### src/rtl/gdm_pkg.sv
package gdm_pkg;

    typedef enum logic [1:0] {
        PK_KEEP  = 2'd0,
        PK_SWAP  = 2'd1,
        PK_CLEAR = 2'd2,
        PK_SET   = 2'd3
    } pair_kind_e;

    // Value of the goal function at a point whose goal variable is xbit.
    function automatic logic goal_at(input logic xbit, input logic inv);
        return xbit ^ inv;
    endfunction

    // lo: value where the goal variable is 0, hi: value where it is 1.
    function automatic pair_kind_e classify(input logic lo, input logic hi,
                                            input logic inv);
        pair_kind_e kind;
        if (lo == hi) begin
            kind = (lo != inv) ? PK_SET : PK_CLEAR;
        end else if (lo != goal_at(1'b0, inv)) begin
            kind = PK_SWAP;
        end else begin
            kind = PK_KEEP;
        end
        return kind;
    endfunction

endpackage

### src/rtl/gdm_pair_index.sv
module gdm_pair_index #(
    parameter int NVARS = 4
) (
    input  logic [$clog2(NVARS)-1:0] sel,
    input  logic [NVARS-2:0]         k,
    output logic [NVARS-1:0]         lo_idx,
    output logic [NVARS-1:0]         hi_idx
);
    logic [NVARS-1:0] wide;
    logic [NVARS-1:0] low_mask;
    logic [NVARS-1:0] upper;

    always_comb begin
        wide     = NVARS'(k);
        low_mask = (NVARS'(1) << sel) - NVARS'(1);
        upper    = (wide & ~low_mask) << 1;
        lo_idx   = upper | (wide & low_mask);
        hi_idx   = lo_idx | (NVARS'(1) << sel);
    end
endmodule

### src/rtl/gdm_pair_unit.sv
module gdm_pair_unit
    import gdm_pkg::*;
(
    input  logic lo_f,
    input  logic hi_f,
    input  logic lo_dc,
    input  logic hi_dc,
    input  logic goal_inv,
    output logic swap,
    output logic clear,
    output logic set
);
    logic       lo_v;
    logic       hi_v;
    pair_kind_e kind;

    always_comb begin
        lo_v  = lo_dc ? goal_at(1'b0, goal_inv) : lo_f;
        hi_v  = hi_dc ? goal_at(1'b1, goal_inv) : hi_f;
        kind  = classify(lo_v, hi_v, goal_inv);
        swap  = (kind == PK_SWAP);
        clear = (kind == PK_CLEAR);
        set   = (kind == PK_SET);
    end
endmodule

### src/rtl/gdm_stage_apply.sv
module gdm_stage_apply #(
    parameter int NVARS = 4
) (
    input  logic [NVARS-1:0]          vec_in,
    input  logic [$clog2(NVARS)-1:0]  sel,
    input  logic [(1<<(NVARS-1))-1:0] swap_tt,
    input  logic [(1<<(NVARS-1))-1:0] clear_tt,
    input  logic [(1<<(NVARS-1))-1:0] set_tt,
    output logic [NVARS-1:0]          vec_out
);
    localparam int KW = NVARS - 1;

    logic [NVARS-1:0] low_mask;
    logic [KW-1:0]    k;
    logic             xg;
    logic             nx;

    always_comb begin
        low_mask = (NVARS'(1) << sel) - NVARS'(1);
        k        = KW'(((vec_in >> 1) & ~low_mask) | (vec_in & low_mask));
        xg       = vec_in[sel];
        nx       = ((xg ^ swap_tt[k]) & ~clear_tt[k]) | set_tt[k];
        vec_out      = vec_in;
        vec_out[sel] = nx;
    end
endmodule

### src/rtl/gdm_decomposer.sv
module gdm_decomposer #(
    parameter int NVARS = 4
) (
    input  logic                         clk,
    input  logic                         rst_n,
    input  logic [(1<<NVARS)-1:0]        func_tt,
    input  logic [(1<<NVARS)-1:0]        dc_tt,
    input  logic [$clog2(NVARS)-1:0]     goal_sel,
    input  logic                         goal_inv,
    output logic [(1<<(NVARS-1))-1:0]    perm_tt,
    output logic [(1<<(NVARS-1))-1:0]    perm_dc,
    output logic [(1<<(NVARS-1))-1:0]    clr_tt,
    output logic [(1<<(NVARS-1))-1:0]    clr_dc,
    output logic [(1<<(NVARS-1))-1:0]    set_tt,
    output logic [(1<<(NVARS-1))-1:0]    set_dc,
    input  logic [NVARS-1:0]             vec_in,
    output logic [NVARS-1:0]             vec_out
);
    localparam int HALF = 1 << (NVARS - 1);
    localparam int KW   = NVARS - 1;
    localparam int SW   = $clog2(NVARS);

    typedef struct packed {
        logic [HALF-1:0] swap;
        logic [HALF-1:0] clr;
        logic [HALF-1:0] set;
        logic [SW-1:0]   sel;
    } state_t;

    state_t st_d;
    state_t st_q;

    logic [HALF-1:0] swap_w;
    logic [HALF-1:0] clr_w;
    logic [HALF-1:0] set_w;

    for (genvar gk = 0; gk < HALF; gk++) begin : g_pair
        logic [NVARS-1:0] lo_idx;
        logic [NVARS-1:0] hi_idx;

        gdm_pair_index #(.NVARS(NVARS)) u_idx (
            .sel    (goal_sel),
            .k      (KW'(gk)),
            .lo_idx (lo_idx),
            .hi_idx (hi_idx)
        );

        gdm_pair_unit u_pair (
            .lo_f     (func_tt[lo_idx]),
            .hi_f     (func_tt[hi_idx]),
            .lo_dc    (dc_tt[lo_idx]),
            .hi_dc    (dc_tt[hi_idx]),
            .goal_inv (goal_inv),
            .swap     (swap_w[gk]),
            .clear    (clr_w[gk]),
            .set      (set_w[gk])
        );
    end

    always_comb begin
        st_d      = st_q;
        st_d.swap = swap_w;
        st_d.clr  = clr_w;
        st_d.set  = set_w;
        st_d.sel  = goal_sel;
    end

    always_ff @(posedge clk) begin
        if (!rst_n) begin
            st_q <= '0;
        end else begin
            st_q <= st_d;
        end
    end

    assign perm_tt = st_q.swap;
    assign clr_tt  = st_q.clr;
    assign set_tt  = st_q.set;
    assign perm_dc = st_q.set | st_q.clr;
    assign clr_dc  = st_q.set;
    assign set_dc  = '0;

    gdm_stage_apply #(.NVARS(NVARS)) u_stage (
        .vec_in   (vec_in),
        .sel      (st_q.sel),
        .swap_tt  (st_q.swap),
        .clear_tt (st_q.clr),
        .set_tt   (st_q.set),
        .vec_out  (vec_out)
    );
endmodule

### config.mk
export PLATFORM = sky130hd
export DESIGN_NAME = gdm_decomposer
export DESIGN_NICKNAME = d
export VERILOG_FILES = /design/src/rtl/gdm_pkg.sv /design/src/rtl/gdm_pair_index.sv /design/src/rtl/gdm_pair_unit.sv /design/src/rtl/gdm_stage_apply.sv /design/src/rtl/gdm_decomposer.sv
export SDC_FILE = /design/constraint.sdc
export NUM_CORES = 1
export LEC_CHECK = 0
export BUFFER_PORTS_ARGS = -buffer_cell sky130_fd_sc_hd__buf_2
export CORE_MARGIN = 2
export CORE_UTILIZATION = 40
export CTS_BUF_LIST = sky130_fd_sc_hd__clkbuf_8
export DETAILED_ROUTE_END_ITERATION = 10
export PLACE_DENSITY = 0.78
export SLEW_MARGIN = 20
export SYNTH_ARGS = -nofsm -noshare
export SYNTH_HDL_FRONTEND = slang
export SYNTH_SLANG_ARGS = --single-unit
### constraint.sdc
create_clock -name clk -period 2.2 [get_ports clk]
set_input_delay 0.33 -clock clk [delete_from_list [all_inputs] [get_ports clk]]
set_output_delay 0.33 -clock clk [all_outputs]
set_load 0.05 [all_outputs]
After elaboration in Yosys (flattened, before gate mapping)
Cells that the tools add are included.

$add $sub $neg: 2. Order comparisons: 18. Eq/ne operators: 40. Shift-type cells: 2. Multiplexer cells: 111. Bitwise gates (word level): 25. Reductions and logical operators: 1.

Operators by type and width (count): 1-bit binary-select mux with 4-bit select (30); 4-bit by 5-bit < comparator with 1-bit output, second input constant (15); 1-bit 2-to-1 mux (67); 2-bit equality test, second input constant (16); 2-bit by 1-bit equality test with 1-bit output, second input constant (8); 2-bit 2-to-1 mux (8); 4-bit by 3-bit OR with 4-bit output (4); 4-bit OR (4); 1-bit binary-select mux with 3-bit select (3); 1-bit equality test (8); 1-bit != test (8); 3-bit by 4-bit OR with 4-bit output (2); 8-bit OR (1); 3-bit bitwise AND (2); 3-bit inverter (2); 3-bit by 2-bit OR with 3-bit output (2); 3-bit by 2-bit subtractor with 3-bit output, second input constant (2); 4-bit bitwise mux (1); 3-bit by 4-bit < comparator with 1-bit output, second input constant (1); 2-bit by 4-bit OR with 4-bit output (1); 1-bit by 2-bit << shifter with 4-bit output, first input constant (1); 2-bit by 3-bit < comparator with 1-bit output, second input constant (1); 3-bit OR (1); 1-bit by 2-bit << shifter with 3-bit output, first input constant (1); other kinds (9) (10).

Register bits: 26. Input bits: 41. Output and inout port bits: 52. Word-level logic and storage cells: 203.

Longest topological paths before layout
Word-level depth: 11. Mapped depth: 8. Depth with buffers taken out: 6.

By module
Synthesis repeated with hierarchy kept, for this count alone.

Cells, all modules: 794. Area total of the unflattened synthesis: 7352.1 µm².

Modules (own cells, without submodules): gdm_decomposer (times used 1, cells each 472, area an instance 5408.9 µm², sequential area each 520.5 µm²); gdm_pair_index (times used 8, cells each 15, area an instance 91.3 µm², sequential area each 0.0 µm²); gdm_stage_apply (times used 1, cells each 98, area an instance 651.9 µm², sequential area each 0.0 µm²); gdm_pair_unit (times used 8, cells each 13, area an instance 70.1 µm², sequential area each 0.0 µm²).

Least setup slack after synthesis
OpenSTA, ideal clock, no wires.

Kind: input port to output port. From: input port vec_in[1]. To: output port vec_out[0]. Data arrival time: 3376 ps. Data required time: 1870 ps. Path slack: -1506 ps. Cell stages on the path: 8. Buffers on the path: 2. Cells stage by stage: buf_4 or3b_1 and2_1 buf_6 a211o_1 a211oi_2 nor3_2 o41ai_1.

Word-level cells in the longest chain between the ends: 8. Elaborated cells between the ends (all ways): 16. Those cells by class: mux: 9; bitwise: 7.

Ends and longest elaborated chain: from (decl) (RTL line gdm_decomposer.sv:16) `input logic [NVARS-1:0] vec_in,`; 3-bit bitwise AND (RTL line gdm_stage_apply.sv:20) `k = KW'(((vec_in >> 1) & ~low_mask) | (vec_in & low_mask));`; 3-bit OR (RTL line gdm_stage_apply.sv:20); 1-bit binary-select mux with 3-bit select (RTL line gdm_stage_apply.sv:22) `nx = ((xg ^ swap_tt[k]) & ~clear_tt[k]) | set_tt[k];`; 1-bit 2-to-1 mux (implied by the code) (RTL line gdm_stage_apply.sv:22); 1-bit XOR / 1-bit inverter (equally long branches) (RTL line gdm_stage_apply.sv:22); 1-bit bitwise AND (RTL line gdm_stage_apply.sv:22); 1-bit OR (*) (RTL line gdm_stage_apply.sv:22); 4-bit bitwise mux (*) (RTL line gdm_stage_apply.sv:24) `vec_out[sel] = nx;`; to (decl) (RTL line gdm_decomposer.sv:17) `output logic [NVARS-1:0] vec_out`.

Every way passes the cells marked *; elsewhere a longest branch is shown, timed or not. The select of a mux whose other input is x is not followed.

Final worst setup path
From: register st_q[0] in the netlist's numbering. To: output port vec_out[1].

Word-level cells in the longest chain between the ends: 11. Elaborated cells between the ends (all ways): 24. Those cells by class: add/sub: 1; order compare: 2; shift: 1; mux: 11; bitwise: 8; reduce/logical: 1.

Ends and longest elaborated chain: from (decl) (RTL line gdm_decomposer.sv:31) `state_t st_q;`; from (signal assigned) (RTL line gdm_decomposer.sv:72) `st_q <= st_d;`; 1-bit by 2-bit << shifter with 3-bit output (RTL line gdm_stage_apply.sv:19) `low_mask = (NVARS'(1) << sel) - NVARS'(1);`; 3-bit by 2-bit subtractor with 3-bit output (RTL line gdm_stage_apply.sv:19); 3-bit inverter (RTL line gdm_stage_apply.sv:20); 3-bit bitwise AND (RTL line gdm_stage_apply.sv:20); 3-bit OR (RTL line gdm_stage_apply.sv:20); 1-bit binary-select mux with 3-bit select (RTL line gdm_stage_apply.sv:22); 1-bit 2-to-1 mux (implied by the code) (RTL line gdm_stage_apply.sv:22); 1-bit XOR / 1-bit inverter (equally long branches) (RTL line gdm_stage_apply.sv:22); 1-bit bitwise AND (RTL line gdm_stage_apply.sv:22); 1-bit OR (RTL line gdm_stage_apply.sv:22); 4-bit bitwise mux (*) (RTL line gdm_stage_apply.sv:24).

Marked as above.

==> flow_summary.ini <==
[cts]
cts_tree = built
clk_path_buf_depth = 2
clk_pin_slew_ps = 80
numClockSinks = 26
htree_levels = 1
numCtsBuffers = 3
clockRootBuffer = clkbuf_8

[floorplan]
initial_core_util_pct = 41.96
die_h_um = 86.09
dieArea_mm2 = 0.007411
std_cell_rows = 29
coreArea_mm2 = 0.006422
boundaryPins = 93
die_x_um = 86.09

[final_layout]
area_growth_syn_to_layout_pct = 26.83
fill_cells = 602
antenna_cells = 0
drive_above_1_share_pct = 37.41
fin_util_pct = 53.22
finalNetCount = 483

[run]
cap_viol_max_count = 0

[yosys]
yosys_warnings = 0
syn_inst = 359
seq_area_frac_synth_pct = 19.31
synthFlopType = dfxtp_1
ys_types = 51
synth.avg_cell_area_um2 = 7.507
syn_area_mm2 = 0.002695
synth-edff-count = 0
yosys_register_bits = 26
synthArstFlopShare_pct = 0

[critical_path]
critical-path-max-stage-delay_ps = 390
crit_chain = or3b_4 > and2_4 > buf_6 > a211o_1 > and4bb_2 > nor3_4 > buf_6 > o31ai_4 > buf_6
cp_common_cell = buf_6
cp_max_fo = 5
critPathArrivalTime_ps = 2480
end_kind = output pin
path_delay_family = simple AND/OR/NAND/NOR gates
critPathRequiredTime_ps = 1870
critPathSlowestCell = or3b_4
critPathBufInv = 3
crit_path_start_kind = flop
crit_type = flop to output pin

[grt]
grt_max_degree = 23
grt_pass1_wl_mm = 11.61
grt-ovfl-total = 0
grtUsageTotal_pct = 19.16
grt_antenna_before_repair = 0
grt_pass1_vias = 2499

[sta]
grt_setup_unrepaired = yes
tns_ps = -2402
setup_viol = 4
timing.final.ws_setup_ps = -610.4
finalCritPeriodShare_pct = 127.7
slew_violations = 0
hold_viol = 0
max_freq_ghz = 0.3558
min_period_ps = 2810

[drt]
firstDrtPassIters = 5
vias = 2778
detail-route-antenna-nets = 0
drt_iter0_markers = 152
wl_per_cell_um = 14.36
wl_mm = 7.437
avgViaCountPerCell = 5.363
drc_errors = 0

[outcome]
violations = negative setup slack
status = complete, but fails checks

[place]
dp_hpwl_mm = 6.204
place.port_buffers = 84
gp_congestion = 0.9424
dp_slack_ps = -613.9

[worst_hold_path]
hold_class = input port to flop

[power]
leakage_nw = 1.655
p_per_area_mw_per_mm2 = 512.8
ir_worst_vdd_mv = 0.2019
registers in the layout, summed over array words and instances (netlist names):
register	flops
clr_tt	8
perm_tt	8
clr_dc	8
st_q	2
worst paths after layout:
kind / cells after the start / to / slack (ps) / start
worst max-delay path: 9 / vec_out[1] / -610 / st_q[0]$_SDFF_PN0_
worst min-delay path: 3 / perm_tt[0]$_SDFF_PN0_ / 370 / dc_tt[0]
tightest hold or removal path: cells and delay by family:
family / cells / cell delay [ps]
buffers and inverters: 1 / 90
AND/OR/NAND/NOR: 2 / 160
routing by layer:
layer  share of wire [%]  vias up  wire (um)  global-route usage [%]
met5                   0        -          0                       0
met4                 1.7        0        129                   6.494
met3                 4.9       10        364                  0.7700
met2                  51      106       3786                   34.39
met1                  42     1273       3157                   24.43
li1                    -     1389          -                       -
metrics by stage:
stage	area (um2)	instances	hold slack [ps]	power, mW
3_3_place_gp	3294	513	631.8	1.416
4_1_cts	3397	518	360.9	1.748
2_1_floorplan	2801	366	484.0	1.232
5_1_grt	3418	518	373.1	1.848
3_5_place_dp	3294	513	643.6	1.438
6_report	3418	518	370.5	1.753
cell usage in the layout, fill, tap and decap left out, types with 9 or more instances in the layout:
master,Yosys,routed
nor2_1,22,22
nor3b_1,9,9
o21ai_0,17,17
nor2b_1,12,12
inv_1,10,10
nor3_1,9,9
nand2_1,37,37
buf_2,3,80
dfxtp_1,26,25
a21oi_1,20,20
mux2i_1,34,33
buf_4,41,43
layout make-up:
class | count | area [um2] | area share (%)
Sequential cell | 26 | 521.8 | 15.26
Timing Repair Buffer | 132 | 842.1 | 24.63
Clock buffer | 4 | 55.05 | 1.611
Multi-Input combinational cell | 269 | 1866 | 54.58
Inverter | 10 | 37.54 | 1.098
Tap cell | 77 | 96.34 | 2.818
cell families after synthesis:
logic type | share of synthesized area, %
AND/OR/NAND/NOR | 26.93
other | 0.1391
multiplexers | 16.81
flip-flops | 19.31
buffers and inverters | 16.02
XOR/XNOR | 1.625
AO/OA/AOI/OAI | 19.17
Yosys cell counts, types with 8 or more instances:
library cell   n  area [um2]
mux2i_1       34       340.3
nand2_1       37       138.9
nor3b_1        9       67.56
nor3_1         9       45.04
or2_2          8       50.05
buf_4         41       307.8
dfxtp_1       26       520.5
inv_1         10       37.54
o21ai_0       17       85.08
nand2b_1       8       50.05
clkbuf_1      13       48.80
nor2_1        22       82.58
nor2b_1       12       75.07
a21oi_1       20       100.1
where the power goes:
group	internal, mW	leakage, nW	switching (mW)
logic	0.347	1.41	0.588
clock network	0.159	0.0288	0.127
registers	0.502	0.213	0.0300
total	1.01	1.65	0.744
timing repair:
item                                    in CTS  in global routing
pin swaps                                    6                  2
buffers inserted                             2                  0
endpoints found under the setup margin       4                  4
hold buffers                                 0                  0
gates resized for setup                     14                  5
hold endpoints to repair                     0                  0
Power figures use the tool's default switching activity.
